$ cat src/rtl/i2c_regslave_pkg.sv
package i2c_regslave_pkg;

    localparam int BYTE_BITS = 8;
    localparam int CNT_W     = $clog2(BYTE_BITS + 1);

    typedef enum logic [3:0] {
        ST_IDLE,
        ST_ADDR,
        ST_ADDR_ACK,
        ST_SUB,
        ST_SUB_ACK,
        ST_WDATA,
        ST_WDATA_ACK,
        ST_RDATA,
        ST_RDATA_ACK,
        ST_IGNORE
    } slv_state_e;

    typedef struct packed {
        slv_state_e           state;
        logic [CNT_W-1:0]     cnt;
        logic [BYTE_BITS-1:0] shreg;
        logic                 rw;
        logic                 mack;
        logic                 sda_oe;
        logic                 we;
        logic [BYTE_BITS-1:0] wdata;
    } slv_regs_t;

endpackage

$ cat src/rtl/i2c_line_sync.sv
module i2c_line_sync #(
    parameter int STAGES = 2
) (
    input  logic clk,
    input  logic rst_n,
    input  logic scl_i,
    input  logic sda_i,
    output logic scl_s,
    output logic sda_s,
    output logic scl_rise,
    output logic scl_fall,
    output logic start_det,
    output logic stop_det
);

    localparam int NLINES = 2;

    logic [NLINES-1:0] raw;
    logic [NLINES-1:0] cur;
    logic [NLINES-1:0] prv;

    assign raw = {sda_i, scl_i};

    // one synchroniser chain per bus line, plus one extra stage holding the previous value
    for (genvar g = 0; g < NLINES; g++) begin : g_line
        logic [STAGES:0] pipe_q;
        logic [STAGES:0] pipe_d;

        always_comb begin
            pipe_d = {pipe_q[STAGES-1:0], raw[g]};
        end

        always_ff @(posedge clk or negedge rst_n) begin
            if (!rst_n) pipe_q <= '1;
            else        pipe_q <= pipe_d;
        end

        assign cur[g] = pipe_q[STAGES-1];
        assign prv[g] = pipe_q[STAGES];
    end

    assign scl_s     = cur[0];
    assign sda_s     = cur[1];
    assign scl_rise  =  cur[0] & ~prv[0];
    assign scl_fall  = ~cur[0] &  prv[0];
    assign start_det =  cur[0] &  prv[0] &  prv[1] & ~cur[1];
    assign stop_det  =  cur[0] &  prv[0] & ~prv[1] &  cur[1];

endmodule

$ cat src/rtl/i2c_reg_ptr.sv
module i2c_reg_ptr #(
    parameter int PTR_W = 7
) (
    input  logic             clk,
    input  logic             rst_n,
    input  logic             load,
    input  logic [PTR_W-1:0] load_val,
    input  logic             load_inc,
    input  logic             adv,
    output logic [PTR_W-1:0] ptr,
    output logic             auto_inc
);

    logic [PTR_W-1:0] ptr_d, ptr_q;
    logic             inc_d, inc_q;

    always_comb begin
        ptr_d = ptr_q;
        inc_d = inc_q;
        if (load) begin
            ptr_d = load_val;
            inc_d = load_inc;
        end else if (adv && inc_q) begin
            ptr_d = ptr_q + 1'b1;   // natural wrap across the pointer space
        end
    end

    always_ff @(posedge clk or negedge rst_n) begin
        if (!rst_n) begin
            ptr_q <= '0;
            inc_q <= 1'b0;
        end else begin
            ptr_q <= ptr_d;
            inc_q <= inc_d;
        end
    end

    assign ptr      = ptr_q;
    assign auto_inc = inc_q;

endmodule

$ cat src/rtl/i2c_regslave.sv
module i2c_regslave
    import i2c_regslave_pkg::*;
#(
    parameter logic [6:0] DEV_ADDR    = 7'h2A,
    parameter int         SYNC_STAGES = 2
) (
    input  logic       clk,
    input  logic       rst_n,
    input  logic       scl_i,
    input  logic       sda_i,
    output logic       sda_oe,
    output logic [6:0] reg_addr,
    output logic [7:0] reg_wdata,
    output logic       reg_we,
    input  logic [7:0] reg_rdata
);

    localparam int               PTR_W    = BYTE_BITS - 1;
    localparam logic [CNT_W-1:0] CNT_LAST = CNT_W'(BYTE_BITS);
    localparam logic [CNT_W-1:0] CNT_TAIL = CNT_W'(BYTE_BITS - 1);

    logic scl_s, sda_s, scl_rise, scl_fall, start_det, stop_det;

    i2c_line_sync #(.STAGES(SYNC_STAGES)) u_sync (
        .clk       (clk),
        .rst_n     (rst_n),
        .scl_i     (scl_i),
        .sda_i     (sda_i),
        .scl_s     (scl_s),
        .sda_s     (sda_s),
        .scl_rise  (scl_rise),
        .scl_fall  (scl_fall),
        .start_det (start_det),
        .stop_det  (stop_det)
    );

    logic             ptr_load, ptr_adv, auto_inc;
    logic [PTR_W-1:0] ptr;

    slv_regs_t r_d, r_q;

    i2c_reg_ptr #(.PTR_W(PTR_W)) u_ptr (
        .clk      (clk),
        .rst_n    (rst_n),
        .load     (ptr_load),
        .load_val (r_q.shreg[PTR_W-1:0]),
        .load_inc (r_q.shreg[BYTE_BITS-1]),
        .adv      (ptr_adv),
        .ptr      (ptr),
        .auto_inc (auto_inc)
    );

    slv_state_e cur_state;
    assign cur_state = r_q.state;

    always_comb begin
        r_d      = r_q;
        r_d.we   = 1'b0;
        ptr_load = 1'b0;
        ptr_adv  = 1'b0;

        unique case (r_q.state)
            ST_ADDR, ST_SUB, ST_WDATA: begin
                if (scl_rise) begin
                    r_d.shreg = {r_q.shreg[BYTE_BITS-2:0], sda_s};
                    r_d.cnt   = r_q.cnt + 1'b1;
                end else if (scl_fall && r_q.cnt == CNT_LAST) begin
                    r_d.cnt = '0;
                    if (r_q.state == ST_ADDR) begin
                        if (r_q.shreg[BYTE_BITS-1:1] == DEV_ADDR) begin
                            r_d.state = ST_ADDR_ACK;
                            r_d.rw    = r_q.shreg[0];
                        end else begin
                            r_d.state = ST_IGNORE;
                        end
                    end else if (r_q.state == ST_SUB) begin
                        r_d.state = ST_SUB_ACK;
                        ptr_load  = 1'b1;
                    end else begin
                        r_d.state = ST_WDATA_ACK;
                        r_d.we    = 1'b1;
                        r_d.wdata = r_q.shreg;
                    end
                end
            end
            ST_ADDR_ACK: begin
                if (scl_fall) begin
                    r_d.cnt = '0;
                    if (r_q.rw) begin
                        r_d.state = ST_RDATA;
                        r_d.shreg = reg_rdata;
                    end else begin
                        r_d.state = ST_SUB;
                    end
                end
            end
            ST_SUB_ACK: begin
                if (scl_fall) begin
                    r_d.state = ST_WDATA;
                    r_d.cnt   = '0;
                end
            end
            ST_WDATA_ACK: begin
                if (scl_fall) begin
                    r_d.state = ST_WDATA;
                    r_d.cnt   = '0;
                    ptr_adv   = 1'b1;
                end
            end
            ST_RDATA: begin
                if (scl_fall) begin
                    r_d.shreg = {r_q.shreg[BYTE_BITS-2:0], 1'b0};
                    r_d.cnt   = r_q.cnt + 1'b1;
                    if (r_q.cnt == CNT_TAIL) begin
                        r_d.state = ST_RDATA_ACK;
                        ptr_adv   = 1'b1;   // next read data is fetched during the ack clock
                    end
                end
            end
            ST_RDATA_ACK: begin
                if (scl_rise) begin
                    r_d.mack = ~sda_s;
                end else if (scl_fall) begin
                    r_d.cnt = '0;
                    if (r_q.mack) begin
                        r_d.state = ST_RDATA;
                        r_d.shreg = reg_rdata;
                    end else begin
                        r_d.state = ST_IGNORE;
                    end
                end
            end
            default: ;
        endcase

        if (start_det) begin
            r_d.state = ST_ADDR;
            r_d.cnt   = '0;
        end else if (stop_det) begin
            r_d.state = ST_IDLE;
            r_d.cnt   = '0;
        end

        unique case (r_d.state)
            ST_ADDR_ACK, ST_SUB_ACK, ST_WDATA_ACK: r_d.sda_oe = 1'b1;
            ST_RDATA:                              r_d.sda_oe = ~r_d.shreg[BYTE_BITS-1];
            default:                               r_d.sda_oe = 1'b0;
        endcase
    end

    always_ff @(posedge clk or negedge rst_n) begin
        if (!rst_n) begin
            r_q <= '{state: ST_IDLE, cnt: '0, shreg: '0, rw: 1'b0, mack: 1'b0,
                     sda_oe: 1'b0, we: 1'b0, wdata: '0};
        end else begin
            r_q <= r_d;
        end
    end

    assign sda_oe    = r_q.sda_oe;
    assign reg_we    = r_q.we;
    assign reg_wdata = r_q.wdata;
    assign reg_addr  = ptr;

endmodule

$ cat config.mk
export PLATFORM = sky130hd
export DESIGN_NAME = i2c_regslave
export DESIGN_NICKNAME = d
export VERILOG_FILES = /design/src/rtl/i2c_regslave_pkg.sv /design/src/rtl/i2c_line_sync.sv /design/src/rtl/i2c_reg_ptr.sv /design/src/rtl/i2c_regslave.sv
export SDC_FILE = /design/constraint.sdc
export NUM_CORES = 1
export LEC_CHECK = 0
export ABC_CLOCK_PERIOD_IN_PS = 3200
export BUFFER_PORTS_ARGS = -buffer_cell sky130_fd_sc_hd__buf_4
export CAP_MARGIN = 20
export CORE_UTILIZATION = 40
export DETAILED_ROUTE_END_ITERATION = 10
export MAX_ROUTING_LAYER = met4
export PLACE_DENSITY = 0.6
export SYNTH_ARGS = -nofsm -noshare
export SYNTH_HDL_FRONTEND = slang
export SYNTH_HIERARCHICAL = 1
export SYNTH_SLANG_ARGS = --single-unit
$ cat constraint.sdc
create_clock -name clk -period 3.2 [get_ports clk]
set_clock_uncertainty 0.05 [all_clocks]
set_input_delay 0.16 -clock clk [delete_from_list [all_inputs] [get_ports clk]]
set_output_delay 0.16 -clock clk [all_outputs]
set_load 0.01 [all_outputs]
======== After elaboration in Yosys (flattened, before gate mapping) ========
Cells that the tools add are included.
operators by class
  bitwise operators ....................... 15
  add/subtract/negate cells ............... 2
  equality and inequality tests ........... 28
  mux-type cells .......................... 38
  reduce and logical (&&, ||, !) cells .... 13
operators by type and width
  cell                 count
  $mux 16              4
  $mux 8               7
  $mux 9               5
  $pmux 8 s5           1
  $eq 4x3->1 const B   8
  $pmux 8 s4           1
  $mux 4               6
  $ne 4x4->1 const B   4
  $mux 7               2
  $ne 2x2->1 const B   7
  $eq 4x2->1 const B   3
  $reduce_and 5->1     2
  $eq 4x4->1 const B   2
  $mux 1               8
  $not 1->1            8
  $reduce_and 8->1     1
  $add 7x1->7 const B  1
  $and 1x1->1          7
  $eq 7x6->1 const B   1
  $reduce_and 7->1     1
  $reduce_bool 7->1    1
  $reduce_or 3->1      2
  $ne 5x5->1 const B   1
  $add 4x1->4 const B  1
  other kinds (10)     12
word-level totals
  logic and storage cells ................. 109
  register bits ........................... 42

======== Longest topological paths before layout ========
  depth in word-level cells ............... 11
  depth in mapped cells ................... 9
  mapped depth without buffers ............ 8

======== By module ========
Netlist, hierarchy kept.
modules (own cells, without submodules)
  module         times used  area an instance (um^2)  cells each
  i2c_regslave   1           1811.7                   193
  i2c_reg_ptr    1           435.4                    48
  i2c_line_sync  1           190.2                    10

======== Least setup slack after synthesis ========
No wires, ideal clock.
  path kind ............................... reg2reg
  from .................................... register u_sync.g_line[0].pipe_q[2]
  to ...................................... register u_ptr.ptr_q[5], in the netlist u_ptr/ptr[5]
  arrival time ............................ 2.119 ns
  library setup time ...................... 0.069 ns
  period minus slack after synthesis ...... 2.238 ns
  cell stages (with the launch flop) ...... 8
  slack ................................... 0.962 ns
  buffers on the path ..................... 1
  data required time ...................... 3.081 ns
  cells stage by stage .................... dfstp_2 > nor2b_1 > clkbuf_1 > mux2i_1 > nor3_1 > nand4_1 > or4_1 > nand3_1
RTL lines
  element                           line                                      RTL
  start: declaration                i2c_line_sync.sv:26                       logic [STAGES:0] pipe_q;
  start signal: assignment          i2c_line_sync.sv:35                       else pipe_q <= pipe_d;
  $and 1x1->1 *                     i2c_line_sync.sv:45                       assign scl_fall = ~cur[0] & prv[0];
  net scl_fall                      i2c_regslave.sv:22                        logic scl_s, sda_s, scl_rise, scl_fall, start_det, stop_det;
  $mux 1, on equally long branches  i2c_regslave.sv:111, i2c_regslave.sv:104
  $pmux 1 s2 *                      i2c_regslave.sv:62                        unique case (r_q.state)
  net ptr_adv                       i2c_regslave.sv:37                        logic ptr_load, ptr_adv, auto_inc;
  $logic_and 1x1->1 *               i2c_reg_ptr.sv:23                         end else if (adv && inc_q) begin
  $reduce_bool 2->1 (no line) *     -
  end signal: assignment            i2c_reg_ptr.sv:33                         ptr_q <= ptr_d;
  end: declaration                  i2c_reg_ptr.sv:14                         logic [PTR_W-1:0] ptr_d, ptr_q;
Mark *: on every way through the listed nets, which the timed path passes. The rest lies on a longest branch.
A chain may end at the register's enable or synchronous reset.

======== Worst setup path after layout ========
Same ends and word-level chain as after synthesis.

==> results by group <==
Power and ir drop
  – Internal: between 1 and 1.5 mW
  – Comb pwr share: around a third
  – Pwr dens: 625 nW/um^2
  – Pwr Total: approximately 1.8 mW
  – Sw Pwr: 0.683 mW
  – Net Sw Frac: between 30% and 40%
  – Leak Pwr: between 1 and 1.5 nW
  – Max VDD drop: about 0.37 mV
  – Flop pwr share: 45.2%
  – Clk pwr share: roughly a fifth

CTS
  – CTS buffer count: 5
  – CTS tree: built
  – Worst-skew pair later-pin latency: roughly 0.3 ns
  – Total setup buffers inserted after CTS: 0
  – CTS Sinks: 42
  – Clock-pin transition on the worst setup and hold timing paths: 0.09 ns
  – H-tree depth: 2
  – Post-CTS sizing: 0
  – Root Driver: clkbuf_8
  – Clk buf depth: 2
  – Cts hold-fix bufs: 5

Logic synthesis
  – Asr flop ratio synth: 100%
  – Post-synth EDFFs: 0
  – Flops & latches, synth: between 40 and 50
  – Main synth FF type: dfrtp_1
  – Yosys cell types: 60
  – Synth Instances: between 200 and 300
  – Syn_area_per_cell: just under 10 sq um
  – Part of the Yosys area used for sequential elements: a little over two fifths
  – Synthesized area: about 2400 sq um
  – Synthesized net count: about 270
  – YS warnings: 6

Worst setup path
  – WP buf/inv: 0
  – Worst Setup End Kind: flip-flop
  – Worst reg-to-reg path cell count: 7
  – Crit-path cells: nor2b_1, and4b_1, mux2i_1, nor3_1, nand4_1, or4_1, nand3_1
  – Crit Path Max Fanout: 5
  – RR Endpoint: u_ptr/ptr[5]
  – Required time of the critical path: between 3 and 4 ns
  – R2r startpoint: u_sync/g_line[0].pipe_q[2]
  – Critical path type: reg2reg
  – Type of origin of the critical path: flip-flop
  – Worst EP arrival: 2.77 ns
  – CP top delay family: simple AND/OR/NAND/NOR gates
  – Slowest cell delay on critical path: 0.55 ns
  – Critical-path top delay cell: dfstp_2
  – Reg2Reg Setup Slack: between 0.6 and 0.7 ns

Detailed routing
  – Number of DRC markers in iteration 0: 169
  – Vias per inst: 5.55
  – Routed WL: ~5.5 mm
  – Detail Route Antenna Nets: 0
  – DRT Pass-1 Iters: 5
  – Vias: 1948
  – Wirelength per Cell: around 16 um
  – DRC: 0

Flow run
  – # Max-Cap Violations: 0

STA
  – Slew Limit Fails: 0
  – Final period util: between 80% and 90%
  – Setup TNS: 0 ns
  – Final hold viol count: 0
  – Fin worst setup slack: between 0.6 and 0.7 ns
  – Rel. slew slack: 60.8%
  – RSZ-0062 raised after global routing: false
  – # setup viols final: 0
  – Least-Margin Pin Slew: a little under 0.6 ns
  – Max Clk Rate: approximately 390 MHz
  – Crit path time final: 2.58 ns

Min path
  – Hold Path End: r_q[17]
  – Hold_sp: reg_rdata[5]
  – Hold WC Path Type: in2reg
  – WHS Path Cells: 3

Die
  – Core ar.: 5890 sq um
  – Initial Util: 41.4%
  – Row Count: 28
  – Num ports: 29
  – DIE AREA: 6410 sq um
  – Chip height: ~80 um
  – Die X: roughly 80 um

Placement
  – GP Congestion: 0.886
  – Input/output buffers: 28
  – Pre-CTS setup slack: between 0.6 and 0.7 ns
  – DP HPWL: 3.88 mm
  – DP Area: between 2000 and 3000 sq um

Cells and area
  – Layout net count: a little under 300
  – Design area: approximately 2800 sq um
  – Share of cells above drive strength 1: 25.4%
  – Area grow syn2layout: 15.0%
  – Final core occ: about 48%
  – Ant. Diodes: 0

Global route
  – Initial antenna violation count: 0
  – Tot GR Track Use: about a fifth
  – Largest net degree at the start of global routing: 43
  – Vias in the first global route: 1771
  – Global-route wire length before repair: a little over 9 mm
  – Remaining Overflow, GRT: 0

Outcome
  – Outcome: finished clean
## cells in the mapped netlist, types with 4 or more instances
master    count  area [sq um]
nor2b_1       8          50.1
mux2_2       10           113
buf_4         8          60.1
inv_1        13          48.8
a21oi_1       9          45.0
nor2_1        8          30.0
nand3_1      16          80.1
a222oi_1      6          60.1
xnor2_1       4          35.0
o21ai_0      13          65.1
nand4_1       6          37.5
dfrtp_1      36           901
nand2_1      25          93.8
or4_1         4          30.0
o21a_1        4          30.0
nor3_1        4          20.0
clkbuf_1      9          33.8
dfstp_2       6           158
## registers in the layout, indices dropped and copies added, names as in the netlist
signal and cells:
u_sync/g_line.pipe_q 6, sda_oe 1, reg_we 1, u_ptr/ptr 7, r_q 14, cur_state 4, u_ptr/auto_inc 1, reg_wdata 8
## cell type report
type / instances / area [sq um]
Clock buffer: 6 / 82.6
Sequential cell: 42 / 1060
Inverter: 13 / 48.8
Fill cell: 575 / 3080
Timing Repair Buffer: 39 / 305
Multi-Input combinational cell: 174 / 1200
Tap cell: 75 / 93.8
Clock inverter: 2 / 16.3
## logic make-up (layout without fill, tap and decap cells)
group / after synthesis / after routing / synth area share (%)
flip-flops: 42 / 42 / 43.4
multiplexers: 12 / 12 / 5.44
buffers and inverters: 35 / 60 / 7.39
adder cells (fa/ha/maj): 4 / 4 / 1.95
AO/OA/AOI/OAI: 55 / 55 / 16.3
XOR/XNOR: 6 / 6 / 2.16
AND/OR/NAND/NOR: 97 / 97 / 23.3
## cell usage in the layout, fill, tap and decap left out, types with 5 or more instances in the layout
| cell type | n |
|---|---|
| nand4_1 | 6 |
| nand3_1 | 16 |
| dlygate4sd3_1 | 5 |
| a222oi_1 | 6 |
| buf_4 | 34 |
| dfstp_2 | 6 |
| a21oi_1 | 9 |
| nand2_1 | 25 |
| mux2_2 | 10 |
| nor2b_1 | 8 |
| o21ai_0 | 13 |
| inv_1 | 13 |
| nor2_1 | 8 |
| dfrtp_1 | 36 |
| clkbuf_8 | 6 |
## layer usage
| layer | share of wire, % | global-route usage, % | vias up |
|---|---|---|---|
| met2 | 45 | 26.5 | 52 |
| met5 | 0 | - | - |
| li1 | - | - | 958 |
| met4 | 1.1 | 5.00 | 0 |
| met3 | 4.6 | 3.98 | 5 |
| met1 | 49 | 28.3 | 933 |
## worst reg2reg max path, cell delays in order (launching register included)
cell	delay (ns)
dfstp_2	0.55
nor2b_1	0.16
and4b_1	0.37
mux2i_1	0.12
nor3_1	0.42
nand4_1	0.24
or4_1	0.51
nand3_1	0.10
## power groups by stage
stage | Sequential (mW) | Clock (mW) | Combinational (mW)
2_1_floorplan | 0.710 | 0 | 0.496
3_3_place_gp | 0.804 | 0 | 0.578
3_5_place_dp | 0.802 | 0 | 0.578
4_1_cts | 0.792 | 0.393 | 0.586
5_1_grt | 0.815 | 0.410 | 0.654
6_report | 0.792 | 0.375 | 0.584
## metrics by stage
| stage | hold slack (ns) | std cells |
|---|---|---|
| floorplan | -0.186 | 251 |
| global placement | 0.131 | 338 |
| detailed placement | 0.134 | 338 |
| CTS | 0.00261 | 351 |
| global route | 0.0109 | 351 |
| finish | 0.0191 | 351 |
## how the worst max path moves through the flow
stage                          startpoint      endpoint  slack [ns]  cells past startpoint
3_3_place_gp   u_sync/g_line[0].pipe_q[2]  u_ptr/ptr[5]        0.66                      7
4_1_cts        u_sync/g_line[0].pipe_q[2]  u_ptr/ptr[5]        0.63                      7
3_5_place_dp   u_sync/g_line[0].pipe_q[2]  u_ptr/ptr[5]        0.64                      7
5_1_grt        u_sync/g_line[0].pipe_q[2]  u_ptr/ptr[5]        0.41                      7
2_1_floorplan  u_sync/g_line[0].pipe_q[2]  u_ptr/ptr[5]        0.96                      7
6_report       u_sync/g_line[0].pipe_q[2]  u_ptr/ptr[5]        0.62                      7
No activity file was read; power rests on OpenSTA's default activity.
